[src/rtl/canmode_pkg.sv]
package canmode_pkg;

    typedef enum logic [2:0] {
        MODE_RESET    = 3'd0,
        MODE_CONFIG   = 3'd1,
        MODE_LOOPBACK = 3'd2,
        MODE_SLEEP    = 3'd3,
        MODE_SNOOP    = 3'd4,
        MODE_NORMAL   = 3'd5
    } op_mode_e;

    localparam int ADDR_CTRL = 0;
    localparam int ADDR_MSEL = 1;
    localparam int ADDR_STAT = 2;
    localparam int ADDR_IRQ  = 3;

    localparam int ST_W      = 5;
    localparam int ST_CONFIG = 0;
    localparam int ST_LOOP   = 1;
    localparam int ST_SLEEP  = 2;
    localparam int ST_NORMAL = 3;
    localparam int ST_SNOOP  = 4;

    typedef struct packed {
        logic snoop;
        logic sleep;
        logic loopback;
    } msel_t;

    typedef struct packed {
        logic wake;
        logic slp;
    } irq_t;

    // Fixed priority: reset, disabled, loopback, sleep, snoop, normal
    function automatic op_mode_e pick_mode(logic in_reset, logic enable, msel_t m);
        if (in_reset)        return MODE_RESET;
        else if (!enable)    return MODE_CONFIG;
        else if (m.loopback) return MODE_LOOPBACK;
        else if (m.sleep)    return MODE_SLEEP;
        else if (m.snoop)    return MODE_SNOOP;
        else                 return MODE_NORMAL;
    endfunction

    function automatic logic [ST_W-1:0] mode_status(op_mode_e m);
        logic [ST_W-1:0] s;
        s = '0;
        case (m)
            MODE_RESET, MODE_CONFIG: s[ST_CONFIG] = 1'b1;
            MODE_LOOPBACK:           s[ST_LOOP]   = 1'b1;
            MODE_SLEEP:              s[ST_SLEEP]  = 1'b1;
            MODE_SNOOP: begin
                s[ST_NORMAL] = 1'b1;
                s[ST_SNOOP]  = 1'b1;
            end
            default:                 s[ST_NORMAL] = 1'b1;
        endcase
        return s;
    endfunction

endpackage

[src/rtl/canmode_decode.sv]
module canmode_decode
    import canmode_pkg::*;
(
    input  logic            in_reset,
    input  logic            enable,
    input  msel_t           msel,
    output op_mode_e        mode,
    output logic [ST_W-1:0] status
);
    always_comb begin
        mode   = pick_mode(in_reset, enable, msel);
        status = mode_status(mode);
    end
endmodule

[src/rtl/canmode_wake.sv]
module canmode_wake
    import canmode_pkg::*;
#(
    parameter int SYNC_STAGES = 2
) (
    input  logic     clk,
    input  logic     rst,
    input  logic     rx_in,
    input  logic     tx_wr_a,
    input  logic     tx_wr_b,
    input  op_mode_e mode,
    output logic     hw_wake,
    output logic     enter_evt,
    output logic     wake_evt
);
    localparam int CHAIN_W = SYNC_STAGES + 1;

    logic [CHAIN_W-1:0] rx_chain;
    op_mode_e           prev_mode;
    logic               rx_fall;

    always_ff @(posedge clk) begin
        if (rst) begin
            rx_chain  <= '1;
            prev_mode <= MODE_RESET;
        end else begin
            rx_chain  <= {rx_chain[CHAIN_W-2:0], rx_in};
            prev_mode <= mode;
        end
    end

    always_comb begin
        rx_fall   = rx_chain[CHAIN_W-1] & ~rx_chain[CHAIN_W-2];
        hw_wake   = (mode == MODE_SLEEP) && (rx_fall || tx_wr_a || tx_wr_b);
        enter_evt = (mode == MODE_SLEEP) && (prev_mode != MODE_SLEEP);
        wake_evt  = (prev_mode == MODE_SLEEP) &&
                    ((mode == MODE_NORMAL) || (mode == MODE_SNOOP));
    end
endmodule

[src/rtl/canmode_regs.sv]
module canmode_regs
    import canmode_pkg::*;
#(
    parameter int DATA_W = 8,
    parameter int ADDR_W = 2
) (
    input  logic              clk,
    input  logic              rst,
    input  logic              wr,
    input  logic [ADDR_W-1:0] addr,
    input  logic [DATA_W-1:0] wdata,
    input  logic              hw_wake,
    input  logic              enter_evt,
    input  logic              wake_evt,
    output logic              srst_q,
    output logic              en_q,
    output msel_t             msel_q,
    output irq_t              irq_q
);
    localparam logic [ADDR_W-1:0] A_CTRL = ADDR_W'(ADDR_CTRL);
    localparam logic [ADDR_W-1:0] A_MSEL = ADDR_W'(ADDR_MSEL);
    localparam logic [ADDR_W-1:0] A_IRQ  = ADDR_W'(ADDR_IRQ);

    logic ctrl_wr, msel_wr, irq_wr, srst_req;

    always_comb begin
        ctrl_wr  = wr && (addr == A_CTRL);
        msel_wr  = wr && (addr == A_MSEL);
        irq_wr   = wr && (addr == A_IRQ);
        srst_req = ctrl_wr && wdata[0];
    end

    always_ff @(posedge clk) begin
        if (rst) begin
            srst_q <= 1'b0;
            en_q   <= 1'b0;
            msel_q <= '0;
            irq_q  <= '0;
        end else if (srst_q) begin
            srst_q <= 1'b0;
        end else if (srst_req) begin
            srst_q <= 1'b1;
            en_q   <= 1'b0;
            msel_q <= '0;
            irq_q  <= '0;
        end else begin
            if (ctrl_wr)
                en_q <= wdata[1];
            if (msel_wr) begin
                if (!en_q) begin
                    msel_q.loopback <= wdata[0];
                    msel_q.snoop    <= wdata[2];
                end
                msel_q.sleep <= wdata[1];
            end
            if (hw_wake)
                msel_q.sleep <= 1'b0;
            irq_q.slp  <= enter_evt | (irq_q.slp  & ~(irq_wr & wdata[0]));
            irq_q.wake <= wake_evt  | (irq_q.wake & ~(irq_wr & wdata[1]));
        end
    end
endmodule

[src/rtl/canmode_ctrl.sv]
module canmode_ctrl
    import canmode_pkg::*;
#(
    parameter int DATA_W      = 8,
    parameter int ADDR_W      = 2,
    parameter int SYNC_STAGES = 2
) (
    input  logic              clk,
    input  logic              rst,
    input  logic              bus_wr,
    input  logic [ADDR_W-1:0] bus_addr,
    input  logic [DATA_W-1:0] bus_wdata,
    output logic [DATA_W-1:0] bus_rdata,
    input  logic              rx_in,
    input  logic              txfifo_wr,
    input  logic              txhp_wr,
    output logic [2:0]        mode_o,
    output logic [ST_W-1:0]   status_o,
    output logic              irq_o
);
    localparam logic [ADDR_W-1:0] A_CTRL = ADDR_W'(ADDR_CTRL);
    localparam logic [ADDR_W-1:0] A_MSEL = ADDR_W'(ADDR_MSEL);
    localparam logic [ADDR_W-1:0] A_STAT = ADDR_W'(ADDR_STAT);
    localparam logic [ADDR_W-1:0] A_IRQ  = ADDR_W'(ADDR_IRQ);

    logic     srst_q, en_q;
    msel_t    msel_q;
    irq_t     irq_q;
    op_mode_e mode_w;
    logic     hw_wake, enter_evt, wake_evt;

    canmode_regs #(.DATA_W(DATA_W), .ADDR_W(ADDR_W)) u_regs (
        .clk(clk), .rst(rst), .wr(bus_wr), .addr(bus_addr), .wdata(bus_wdata),
        .hw_wake(hw_wake), .enter_evt(enter_evt), .wake_evt(wake_evt),
        .srst_q(srst_q), .en_q(en_q), .msel_q(msel_q), .irq_q(irq_q)
    );

    canmode_decode u_dec (
        .in_reset(rst | srst_q), .enable(en_q), .msel(msel_q),
        .mode(mode_w), .status(status_o)
    );

    canmode_wake #(.SYNC_STAGES(SYNC_STAGES)) u_wake (
        .clk(clk), .rst(rst), .rx_in(rx_in), .tx_wr_a(txfifo_wr),
        .tx_wr_b(txhp_wr), .mode(mode_w), .hw_wake(hw_wake),
        .enter_evt(enter_evt), .wake_evt(wake_evt)
    );

    always_comb begin
        bus_rdata = '0;
        case (bus_addr)
            A_CTRL:  bus_rdata[1:0]      = {en_q, srst_q};
            A_MSEL:  bus_rdata[2:0]      = msel_q;
            A_STAT:  bus_rdata[ST_W-1:0] = status_o;
            A_IRQ:   bus_rdata[1:0]      = irq_q;
            default: bus_rdata           = '0;
        endcase
        mode_o = mode_w;
        irq_o  = |irq_q;
    end
endmodule

[config.mk]
export PLATFORM = sky130hd
export DESIGN_NAME = canmode_ctrl
export DESIGN_NICKNAME = d
export VERILOG_FILES = /design/src/rtl/canmode_pkg.sv /design/src/rtl/canmode_decode.sv /design/src/rtl/canmode_wake.sv /design/src/rtl/canmode_regs.sv /design/src/rtl/canmode_ctrl.sv
export SDC_FILE = /design/constraint.sdc
export NUM_CORES = 1
export LEC_CHECK = 0
export BUFFER_PORTS_ARGS = -buffer_cell sky130_fd_sc_hd__clkbuf_2
export CORE_MARGIN = 3
export CORE_UTILIZATION = 50
export CTS_CLUSTER_SIZE = 28
export DETAILED_ROUTE_END_ITERATION = 12
export GPL_ROUTABILITY_DRIVEN = 1
export PLACE_DENSITY = 0.8
export SYNTH_ARGS = -nofsm -noshare
export SYNTH_HDL_FRONTEND = slang
export SYNTH_HIERARCHICAL = 1
export SYNTH_SLANG_ARGS = --single-unit
[constraint.sdc]
create_clock -name clk -period 3.85 [get_ports clk]
set_input_delay 0.1925 -clock clk [delete_from_list [all_inputs] [get_ports clk]]
set_output_delay 0.1925 -clock clk [all_outputs]
set_load 0.03 [all_outputs]
After elaboration in Yosys (flattened, before gate mapping) --
Index checks and enable logic that the tools add are counted.
Cells by class: reductions and logical operators 22, eq/ne operators 11, mux-type cells 22, bitwise logic cells 12
Operators with widths (count):
- two-way mux 3 bit | 6
- two-way mux 1 bit | 12
- equality test 3 x 2 -> 1 bit, second input constant | 3
- one-hot mux 2 bit (4 select lines) | 1
- logical AND 1 bit | 7
- equality test 3 bit, second input constant | 2
- OR reduction 2 bit | 3
- bitwise AND 1 bit | 5
- equality test 2 bit, second input constant | 2
- two-way mux 2 bit | 2
- inverter 1 bit | 4
- AND reduction 2 bit | 2
- nonzero test 2 bit | 2
- OR reduction 4 bit | 1
- equality test 3 x 1 -> 1 bit, second input constant | 1
- logical NOT 3 bit | 1
- logical OR 1 bit | 3
- inequality test 3 x 2 -> 1 bit, second input constant | 1
- bitwise OR 1 bit | 3
- AND reduction 3 bit | 1
- nonzero test 3 bit | 1
- equality test 2 x 1 -> 1 bit, second input constant | 1
- logical NOT 2 bit | 1
- inequality test 2 bit, second input constant | 1
- one-hot mux 1 bit (2 select lines) | 1
Storage, ports and cells: flip-flop bits (word level) 13, bits of input ports 16, logic and storage cells 76, output and inout bits 17

Logic depth before layout (Yosys ltp) --
Gate-level depths: netlist of run 1.
word-level depth 10, gate-level depth with buffers 8, depth with buffers taken out 8

Hierarchy --
The synthesis of run 1 kept the hierarchy.
By module, submodules not included:
- canmode_regs | sequential area each 140.1 um^2, cells an instance 39, times used 1, area each 347.8 um^2
- canmode_wake | sequential area each 120.1 um^2, cells an instance 19, times used 1, area each 209.0 um^2
- canmode_ctrl | sequential area each 0.0 um^2, cells an instance 22, times used 1, area each 172.7 um^2
- canmode_decode | sequential area each 0.0 um^2, cells an instance 12, times used 1, area each 75.1 um^2

Least setup slack after synthesis of run 1 --
Ideal clock, no wire load.
path type register to output, start point register u_regs.srst_q, end point output bus_rdata[1], stages on the path, launching flop included 6, data arrival time 2.257 ns, setup slack 1.400 ns, data required time 3.658 ns, buffers on the path 0, cells stage by stage dfxtp_1 > or2_2 > nand2b_1 > nor2_1 > a222oi_1 > mux2i_1
On the way: cells in the longest elaborated chain, start to end 5
Ends and longest elaborated chain:
- start: declaration | RTL line canmode_regs.sv:15 | output logic srst_q,
- start signal: assignment | RTL line canmode_regs.sv:35 | srst_q <= 1'b0;
- start signal: assignment | RTL line canmode_regs.sv:40 | srst_q <= 1'b0;
- start signal: assignment | RTL line canmode_regs.sv:42 | srst_q <= 1'b1;
- bitwise OR 1 bit | RTL line canmode_ctrl.sv:39 | .in_reset(rst | srst_q), .enable(en_q), .msel(msel_q),
- two-way mux 3 bit | RTL line canmode_pkg.sv:37 | if (in_reset) return MODE_RESET;
- equality test 3 x 2 -> 1 bit | RTL line canmode_pkg.sv:48 | case (m)
- two-way mux 1 bit | RTL line canmode_pkg.sv:48
- via status_o[1] | RTL line canmode_ctrl.sv:18 | output logic [ST_W-1:0] status_o,
- one-hot mux 2 bit (4 select lines) | RTL line canmode_ctrl.sv:51 | case (bus_addr)
- end: declaration | RTL line canmode_ctrl.sv:13 | output logic [DATA_W-1:0] bus_rdata,
The timed path passes the listed nets, and every way through them passes these cells.

Final worst setup path of run 1 --
start point register u_regs.srst_q, end point output bus_rdata[4]
On the way: cells in the longest elaborated chain, start to end 5
Ends and longest elaborated chain (RTL line):
- bitwise OR 1 bit | canmode_ctrl.sv:39
- two-way mux 3 bit | canmode_pkg.sv:37
- equality test 3 bit | canmode_pkg.sv:48
- two-way mux 1 bit | canmode_pkg.sv:48
- two-way mux 2 bit | canmode_ctrl.sv:51
No other way between the ends.

==> metrics.txt, run 1 <==
Ys Warns 6; detailed-route via count ~740; crit-path leading delay family simple AND/OR/NAND/NOR gates; Worst setup EP type output pin; Total GRT Usage 18.6%; reg2reg end u_regs/msel_q[1]$_SDFFE_PP0P_; Finished Core Util roughly two thirds; Max H-tree Level 1; CP startpoint u_regs/srst_q$_SDFF_PP0_; Starting Density approximately 58%; Slew Viols, Final 0; Slowest cell on crit path nor4b_2; core box area between 1000 and 1500 sq um; Pre-antenna DRT Iters 5; post-synthesis sequential area ratio between 30% and 40%; CTS max path bufs 2; Top-Level Pins 33; post-DR vias/cell between 5 and 6; synth-to-layout area growth 18.2%; leading area contributor after synthesis dfxtp_1; fin crit share a little under three fifths; final net count approximately 140; status complete, no violations; hold-fix buffers at CTS 0; LEAKAGE approximately 0.41 nW; worst-path fanout max 7; Hold Crit Depth 2; Routability Congestion around 0.83; Antenna Cells 0; WL/cell 12.9 um; worst r2r path cells 8; RSZ-0062 raised after global routing false; Worst EP arrival slightly below 2 ns; Stages on worst setup path 5; Reg clk slew, reported paths around 0.08 ns; Worst path max stage delay approximately 0.43 ns; skew final ~0.00019 ns; Setup crit start kind flip-flop; Post-Route WL between 1500 and 2000 um; CTS sink count 13; initial antenna violation count 0; Clk Latency, worst-skew pair around 0.27 ns; PortBufs 24; Synth cell types 35; Final TNS setup 0 ns; commonest non-fill, non-tap cell in the layout clkbuf_2; Synth area leaders dfxtp_1 (32%), ha_1 (6.2%), nor2b_1 (6.2%); VDD IR-drop max 241 uV; post-route minimum period 2.17 ns; most frequent cells in the layout clkbuf_2 (24), dfxtp_1 (13), nor2b_1 (8), nor2_1 (8); DIE AREA 2130 sq um; switching share of power between 20% and 30%; Power Density ~280 nW/um^2; r2r setup slk ~1.9 ns; Pint ~0.19 mW; std cell rows 13; GR Overflow Total 0; fmax 460 MHz; Setup CP Type flip-flop to output pin; layout cell share with drive strength beyond 1 around 33%; worst r2r src u_regs/srst_q$_SDFF_PP0_; Die Span X 46.1 um; buffers plus inverters on the worst setup path 1; Post-CTS Resized 0; NetSw around 0.073 mW; CTS tree yes; synthesized area per cell around 8.7 sq um; vias in the first global route 655; crit-path cells or2_2 -> nor4b_2 -> and2_1 -> and2_2 -> clkbuf_2; synthesized area 805 sq um; part of the power in the clock network 31.3%; Combinational Power Share 16.2%; Final Hold Vio Count 0; first-pass GRT wire length between 2000 and 3000 um; final setup vio count 0; max-cap violation count 0; Cells after Synth 92; DR iter-0 viols 17; Die H 46.1 um; post-CTS repair timing setup buffer count 0; Yosys top cell area share 32.3%; Worst setup endpoint bus_rdata[4]; drc violations 0; maximum number of pins on one net before global-route repair 15; pre-CTS setup slack about 1.9 ns; DRT antenna net count 0; Flop pwr share between 50% and 60%; slack of the critical path between 1.5 and 2 ns; CP required around 3.7 ns; CTS Buf Count 3; Seq cells post-synth 13; Clock Tree Root clkbuf_4; Hold WC Path Type input port to flip-flop
## state kept, by name, indices dropped and copies added (netlist names)
name and flops:
u_wake/prev_mode 3, u_regs/en_q 1, u_wake/rx_chain 3, u_regs/msel_q 3, u_regs/irq_q 2, u_regs/srst_q 1
## power groups by stage
stage | combinational, mW | sequential, mW | clock [mW]
2_1_floorplan | 0.0313 | 0.143 | 0
3_5_place_dp | 0.0432 | 0.144 | 0
3_3_place_gp | 0.0421 | 0.144 | 0
5_1_grt | 0.0481 | 0.141 | 0.0923
6_report | 0.0434 | 0.141 | 0.0841
4_1_cts | 0.0435 | 0.141 | 0.0868
## routing by layer
metal	GRT usage, %	share of wire, %	vias up
li1	-	-	370
met1	23.5	45	340
met2	30.2	47	26
met3	5.86	7.5	2
met4	5.11	0.76	0
met5	0	0	-
## Yosys cell counts
master,n
nor2b_1,8
nor4b_2,2
a222oi_1,2
conb_1,1
nand2_1,2
a21oi_1,5
or2_1,1
and2_2,2
xnor2_1,1
o21ai_1,1
a221oi_1,1
buf_4,3
o21ai_0,3
and3_1,1
ha_1,4
nor2b_4,1
inv_1,5
nand3_1,1
and3b_2,1
dfxtp_1,13
nand4b_1,1
nand2b_1,2
clkbuf_1,1
nor3_1,1
mux2i_1,2
or2_2,5
nand3b_1,1
nand2b_2,1
and2_1,1
nor2_1,8
o21ba_1,1
or4b_1,1
nor4b_1,1
nor3b_1,3
a22oi_1,5
## worst register-to-register path: stages, from the launching register on
cell	delay [ns]
dfxtp_1	0.39
or2_2	0.37
nand2b_1	0.22
nor2_1	0.29
nand3b_1	0.13
a21oi_1	0.21
a21oi_1	0.06
o21ai_0	0.15
a21oi_1	0.08
## worst min path at each step
stage / from / to / slack, ns
floorplan: rst / u_regs/en_q$_SDFFE_PP0P_ / 0.26
global route: rx_in / u_wake/rx_chain[0]$_SDFF_PP1_ / 0.08
CTS: rx_in / u_wake/rx_chain[0]$_SDFF_PP1_ / 0.09
global placement: rx_in / u_wake/rx_chain[0]$_SDFF_PP1_ / 0.38
finish: rx_in / u_wake/rx_chain[0]$_SDFF_PP1_ / 0.1
detailed placement: rx_in / u_wake/rx_chain[0]$_SDFF_PP1_ / 0.38
## metrics by stage
step                      hold WS [ns]  area (sq um)  std cells  total power, mW
after floorplan                  0.262           812         94            0.174
after global placement           0.378           925        129            0.186
after detailed placement         0.381           925        129            0.187
after CTS                       0.0910           951        133            0.271
after global routing            0.0800           951        133            0.282
final                           0.0966           951        133            0.268
## cell families (layout without fill, tap and decap cells)
family / count (synthesis) / count (layout) / synth area share, %
DFF: 13 / 13 / 32.3
other: 1 / 3 / 0.466
and+or+nand+nor: 44 / 44 / 36.7
AOI/OAI and AO/OA: 18 / 18 / 15.1
buffers and inverters: 9 / 33 / 5.60
xor gates and xnor gates: 1 / 1 / 1.09
adders and majority gates: 4 / 4 / 6.22
muxes: 2 / 2 / 2.49
## layout make-up
cell class / count / area, sq um
clock buffer: 4 / 26.3
fill: 137 / 448
inverter: 5 / 18.8
multi-input combinational: 72 / 507
sequential: 13 / 260
tap: 15 / 18.8
timing repair buffer: 24 / 120
No activity file was read; power rests on OpenSTA's default activity.
==> run 2: changes to the inputs <==
--- a/config.mk
+++ b/config.mk
@@ -7,11 +7,11 @@
 export LEC_CHECK = 0
 export BUFFER_PORTS_ARGS = -buffer_cell sky130_fd_sc_hd__clkbuf_2
 export CORE_MARGIN = 3
-export CORE_UTILIZATION = 50
+export CORE_UTILIZATION = 42
 export CTS_CLUSTER_SIZE = 28
 export DETAILED_ROUTE_END_ITERATION = 12
 export GPL_ROUTABILITY_DRIVEN = 1
-export PLACE_DENSITY = 0.8
+export PLACE_DENSITY = 0.71
 export SYNTH_ARGS = -nofsm -noshare
 export SYNTH_HDL_FRONTEND = slang
 export SYNTH_HIERARCHICAL = 1
==> constraint.sdc (replaced) <==
create_clock -name clk -period 1.81 [get_ports clk]
set_input_delay 0.0905 -clock clk [delete_from_list [all_inputs] [get_ports clk]]
set_output_delay 0.0905 -clock clk [all_outputs]
set_load 0.03 [all_outputs]
==> metrics.txt, run 2 (same netlist as run 1, synthesis figures left out) <==
status complete, no violations; Max H-tree Level 1 (unchanged); Reg clk slew, reported paths 0.09 ns (about the same); skew final 0.0121 ns (+0.0119 ns); Design Area, Final 1160 sq um (+22%); Setup CP Type flip-flop to output pin; Starting Density 45.6% (-12 points); Placement Cell Area 1050 sq um (+14%); Top-Level Pins 33 (unchanged); CTS tree yes; DIE AREA 2480 sq um (+16%); CP required 1.72 ns (-1.94 ns); WL/cell 12.7 um (-1.3%); Worst setup EP type output pin; core box area 1760 sq um (+26%); PortBufs 24 (unchanged); initial antenna violation count 0 (unchanged); Slew Viols, Final 0 (unchanged); buffers plus inverters on the worst setup path 1 (unchanged); fmax around 560 MHz; synth-to-layout area growth 43.9%; final hold slack 0.0721 ns (-0.0245 ns); CTS max path bufs 2 (unchanged); commonest non-fill, non-tap cell in the layout clkbuf_2; std cell rows 15 (+2); Clock Tree Root clkbuf_4; Power Density 518 nW/um^2 (+84%); Tot Pwr 0.600 mW (+120%); Total GRT Usage 17.3% (-1.3 points); max-cap violation count 0 (unchanged); crit-path leading delay family simple AND/OR/NAND/NOR gates; Antenna Cells 0 (unchanged); Post-Route WL 1960 um (+14%); CTS Buf Count 3 (unchanged); Hold WC Path Type input port to flip-flop; maximum number of pins on one net before global-route repair 14 (-1); first-pass GRT wire length 3280 um (+17%); Setup crit start kind flip-flop; Detailed Place HPWL approximately 1500 um; detailed-route via count 786 (+6.5%); slack of the critical path 0.0345 ns (-1.64 ns); DR iter-0 viols 15 (-2); biggest regs u_regs/msel_q (3), u_wake/prev_mode (3), u_wake/rx_chain (3); Final Hold Vio Count 0 (unchanged); post-DR vias/cell 5.10 (-8.0%); crit-path cells or2_4 -> nand2b_4 -> a222oi_1 -> mux2i_1 -> buf_4; Pre-antenna DRT Iters 4 (-1); drc violations 0 (unchanged); Clk Latency, worst-skew pair 0.28 ns (about the same); post-route minimum period between 1.5 and 2 ns; DRT antenna net count 0 (unchanged); VDD IR-drop max 467 uV (+93%); most frequent cells in the layout clkbuf_2 (20), buf_4 (13), dfxtp_1 (11), nor2b_1 (7), nor2_1 (6); Die Span X 49.8 um (+7.9%); layout cell share with drive strength beyond 1 48.1% (+15 points); fin crit share 98.1%; GR Overflow Total 0 (unchanged); r2r setup slk 0.14 ns (-1.71 ns); CTS sink count 13 (unchanged); RSZ-0062 raised after global routing true; LEAKAGE 0.488 nW (+19%); worst-path fanout max 4 (-3); final setup vio count 0 (unchanged); Slowest cell on crit path dfxtp_2; Worst path max stage delay 0.33 ns (-0.10 ns); Worst EP arrival 1.69 ns (-0.29 ns); pre-CTS setup slack 0.189 ns (-1.67 ns); Routability Congestion 0.825 (-0.78%); Die H 49.8 um (+7.9%); vias in the first global route 713 (+8.9%); final net count 150 (+7.9%)
## run 2: cell types whose count changed in the layout (fill, tap and decap cells not counted), moves of 2 or more
cell | before | now
buf_4 | 0 | 13
nor2_1 | 8 | 6
clkbuf_2 | 24 | 20
dfxtp_2 | 0 | 2
nor4b_4 | 0 | 2
nor2_4 | 0 | 2
dfxtp_1 | 13 | 11
and2_4 | 0 | 2
## run 2: area by class of cell
cell class | instances | area (sq um)
clock buffers | 3 | 22.5
clock inverters | 1 | 5.00
fillers | 171 | 607
inverters | 5 | 18.8
multi-input cells | 72 | 598
flip-flops and latches | 13 | 263
well taps | 25 | 31.3
repair buffers | 35 | 219
## run 2: layer usage
layer / track usage, % / vias up / part of all wire [%]
met1: 21.8 / 364 / 43
met4: 4.15 / 0 / 0.72
met5: 0 / - / 0
met2: 28.4 / 29 / 50
met3: 5.44 / 2 / 6.5
li1: - / 391 / -
## run 2: final timing paths
path                                                     from                            end  depth (start not counted)
worst max register to register       u_regs/srst_q$_SDFF_PP0_  u_regs/msel_q[1]$_SDFFE_PP0P_                          9
worst max-delay path                 u_regs/srst_q$_SDFF_PP0_                   bus_rdata[0]                          5
worst min register to register  u_wake/rx_chain[0]$_SDFF_PP1_  u_wake/rx_chain[1]$_SDFF_PP1_                          1
worst min-delay path                             bus_wdata[2]  u_regs/msel_q[2]$_SDFFE_PP0P_                          3
## run 2: power breakdown
group          switching (mW)  total [mW]  internal, mW
clock                  0.0981       0.180        0.0820
sequential            0.00624       0.299         0.293
combinational          0.0684       0.120        0.0518
total                   0.173       0.600         0.427
## run 2: worst min-delay path, stage by stage
cell      delay [ns]
clkbuf_2        0.08
a22oi_1         0.06
nor2_1          0.08
## run 2: per-stage QoR
stage / instances / util, % / TNS, ns
final: 154 / 65.6 / 0
after global routing: 154 / 65.6 / -0.0695
after CTS: 150 / 62.3 / 0
after detailed placement: 144 / 59.8 / 0
after global placement: 144 / 59.8 / 0
after floorplan: 94 / - / 0
## run 2: what timing repair did
action                     in CTS  in global routing
hold endpoints to repair        1                  0
setup endpoints to repair       1                  5
resized for setup               0                 19
hold buffers                    1                  0
setup buffers                   1                  4
pin swaps                       1                  5
==> run 3: changes to the inputs <==
--- a/config.mk
+++ b/config.mk
@@ -11,7 +11,7 @@
 export CTS_CLUSTER_SIZE = 28
 export DETAILED_ROUTE_END_ITERATION = 12
 export GPL_ROUTABILITY_DRIVEN = 1
-export PLACE_DENSITY = 0.71
+export PLACE_DENSITY = 0.79
 export SYNTH_ARGS = -nofsm -noshare
 export SYNTH_HDL_FRONTEND = slang
 export SYNTH_HIERARCHICAL = 1
==> metrics.txt, run 3 (same netlist as run 1, synthesis figures left out) <==
status complete, no violations; layout cell share with drive strength beyond 1 43.5% (-4.5 points); PortBufs 24 (unchanged); Die Span X 49.8 um (unchanged); Finished Layout Cells 149 (-3.2%); DR top layer met4; met1 WL 806 um (-3.8%); Worst setup EP type output pin; LEAKAGE 0.459 nW (-5.9%); Starting Density 45.6% (unchanged); GR Overflow Total 0 (unchanged); maximum number of pins on one net before global-route repair 14 (unchanged); final net count 145 (-3.3%); post-DR vias/cell 5.38 (+5.3%); detailed-route via count 801 (+1.9%); most frequent cells in the layout clkbuf_2 (21), dfxtp_1 (12), nor2b_1 (7), buf_4 (6), nor2_1 (6); synth-to-layout area growth 36.4%; biggest regs u_regs/msel_q (3), u_wake/prev_mode (3), u_wake/rx_chain (3); CTS tree yes; Detailed Place HPWL 1420 um (-4.4%); Post-Route WL 1930 um (-1.2%); Final Hold Vio Count 0 (unchanged); Worst EP arrival 1.68 ns (about the same); Max H-tree Level 1 (unchanged); placed insts 142 (-1.4%); commonest non-fill, non-tap cell in the layout clkbuf_2; Setup CP Type flip-flop to output pin; RSZ-0062 raised after global routing true; Slew Viols, Final 0 (unchanged); std cell rows 15 (unchanged); Fillers 165 (-3.5%); Die H 49.8 um (unchanged); vias in the first global route 679 (-4.8%); Clk Latency, worst-skew pair 0.29 ns (about the same); Reg clk slew, reported paths 0.08 ns (about the same); CP required 1.72 ns (about the same); Routability Congestion 0.888 (+7.7%); fin crit share 98.0% (-0.12 points); WL/cell 13.0 um (+2.1%); Total GRT Usage 16.4% (-0.84 points); CTS Buf Count 3 (unchanged); Setup crit start kind flip-flop; fmax 564 MHz (+0.12%); CTS max path bufs 2 (unchanged); worst min-delay path startpoint bus_wdata[2]; worst r2r src u_regs/srst_q$_SDFF_PP0_; DR iter-0 viols 23 (+8); worst-path fanout max 5 (+1); DIE AREA 2480 sq um (unchanged); skew final 0.00954 ns (-0.00259 ns); Met2 Routed Length 941 um (-3.6%); Clock Tree Root clkbuf_4; initial antenna violation count 0 (unchanged); drc violations 0 (unchanged); post-route minimum period 1.77 ns (-0.00214 ns); CP startpoint u_regs/srst_q$_SDFF_PP0_; VDD IR-drop max 413 uV (-11%); max-cap violation count 0 (unchanged); Top-Level Pins 33 (unchanged); CTS sink count 13 (unchanged); Hold WC Path Type input port to flip-flop; Pre-antenna DRT Iters 4 (unchanged); metal3 WL 145 um (+14%); DRT antenna net count 0 (unchanged); Power Density 544 nW/um^2 (+5.1%); Final TNS setup 0 ns (unchanged); Antenna Cells 0 (unchanged); final setup vio count 0 (unchanged); core box area 1760 sq um (unchanged); first-pass GRT wire length 3110 um (-5.2%)
run 3: final cells by class:
| cell class | instances | area, sq um | share of cell area [%] |
|---|---|---|---|
| multi-input combinational | 72 | 587 | 53.5 |
| tap | 25 | 31.3 | 2.85 |
| clock buffer | 4 | 26.3 | 2.39 |
| inverter | 5 | 18.8 | 1.71 |
| timing repair buffer | 30 | 173 | 15.7 |
| sequential | 13 | 262 | 23.8 |
run 3: final timing paths:
check | end | slack (ns) | cells past startpoint
min | u_regs/msel_q[2]$_SDFFE_PP0P_ | 0.04 | 3
min reg2reg | u_wake/rx_chain[1]$_SDFF_PP1_ | 0.41 | 1
max | bus_rdata[0] | 0.04 | 5
max reg2reg | u_regs/msel_q[1]$_SDFFE_PP0P_ | 0.10 | 8
run 3: report_power, final:
group / leakage, nW / internal, mW / switching, mW
Combinational: 0.337 / 0.0475 / 0.0636
Clock: 0.0150 / 0.0857 / 0.100
Sequential: 0.106 / 0.293 / 0.00771
Total: 0.459 / 0.426 / 0.171
run 3: routing by layer:
| layer | vias up | track usage [%] |
|---|---|---|
| li1 | 382 | - |
| met1 | 377 | 19.9 |
| met2 | 37 | 27.1 |
| met3 | 5 | 2.72 |
| met4 | 0 | 9.68 |
| met5 | - | 0 |
run 3: metrics by stage:
stage | power (mW) | setup slack [ns] | hold WS, ns | area (sq um) | utilization, %
finish | 0.597 | 0.0366 | 0.0382 | 1100 | 62.2
global route | 0.629 | -0.0411 | 0.0355 | 1100 | 62.2
floorplan | 0.382 | 0.0189 | 0.160 | 892 | -
global placement | 0.410 | 0.218 | 0.276 | 1040 | 58.9
detailed placement | 0.413 | 0.171 | 0.279 | 1040 | 58.9
CTS | 0.603 | 0.0168 | 0.0357 | 1080 | 61.5
run 3: timing repair:
action / 4_1_cts / 5_1_grt
setup buffers: 1 / 1
resized for setup: 1 / 6
hold buffers: 1 / 0
endpoints found under the hold margin: 1 / 0
pin swaps: 1 / 3
endpoints found under the setup margin: 1 / 4
run 3: critical path: stages, from the launching register on:
cell and delay, ns:
dfxtp_1 0.32, or2_4 0.29, nand2b_4 0.19, a222oi_1 0.28, mux2i_1 0.12, buf_2 0.19
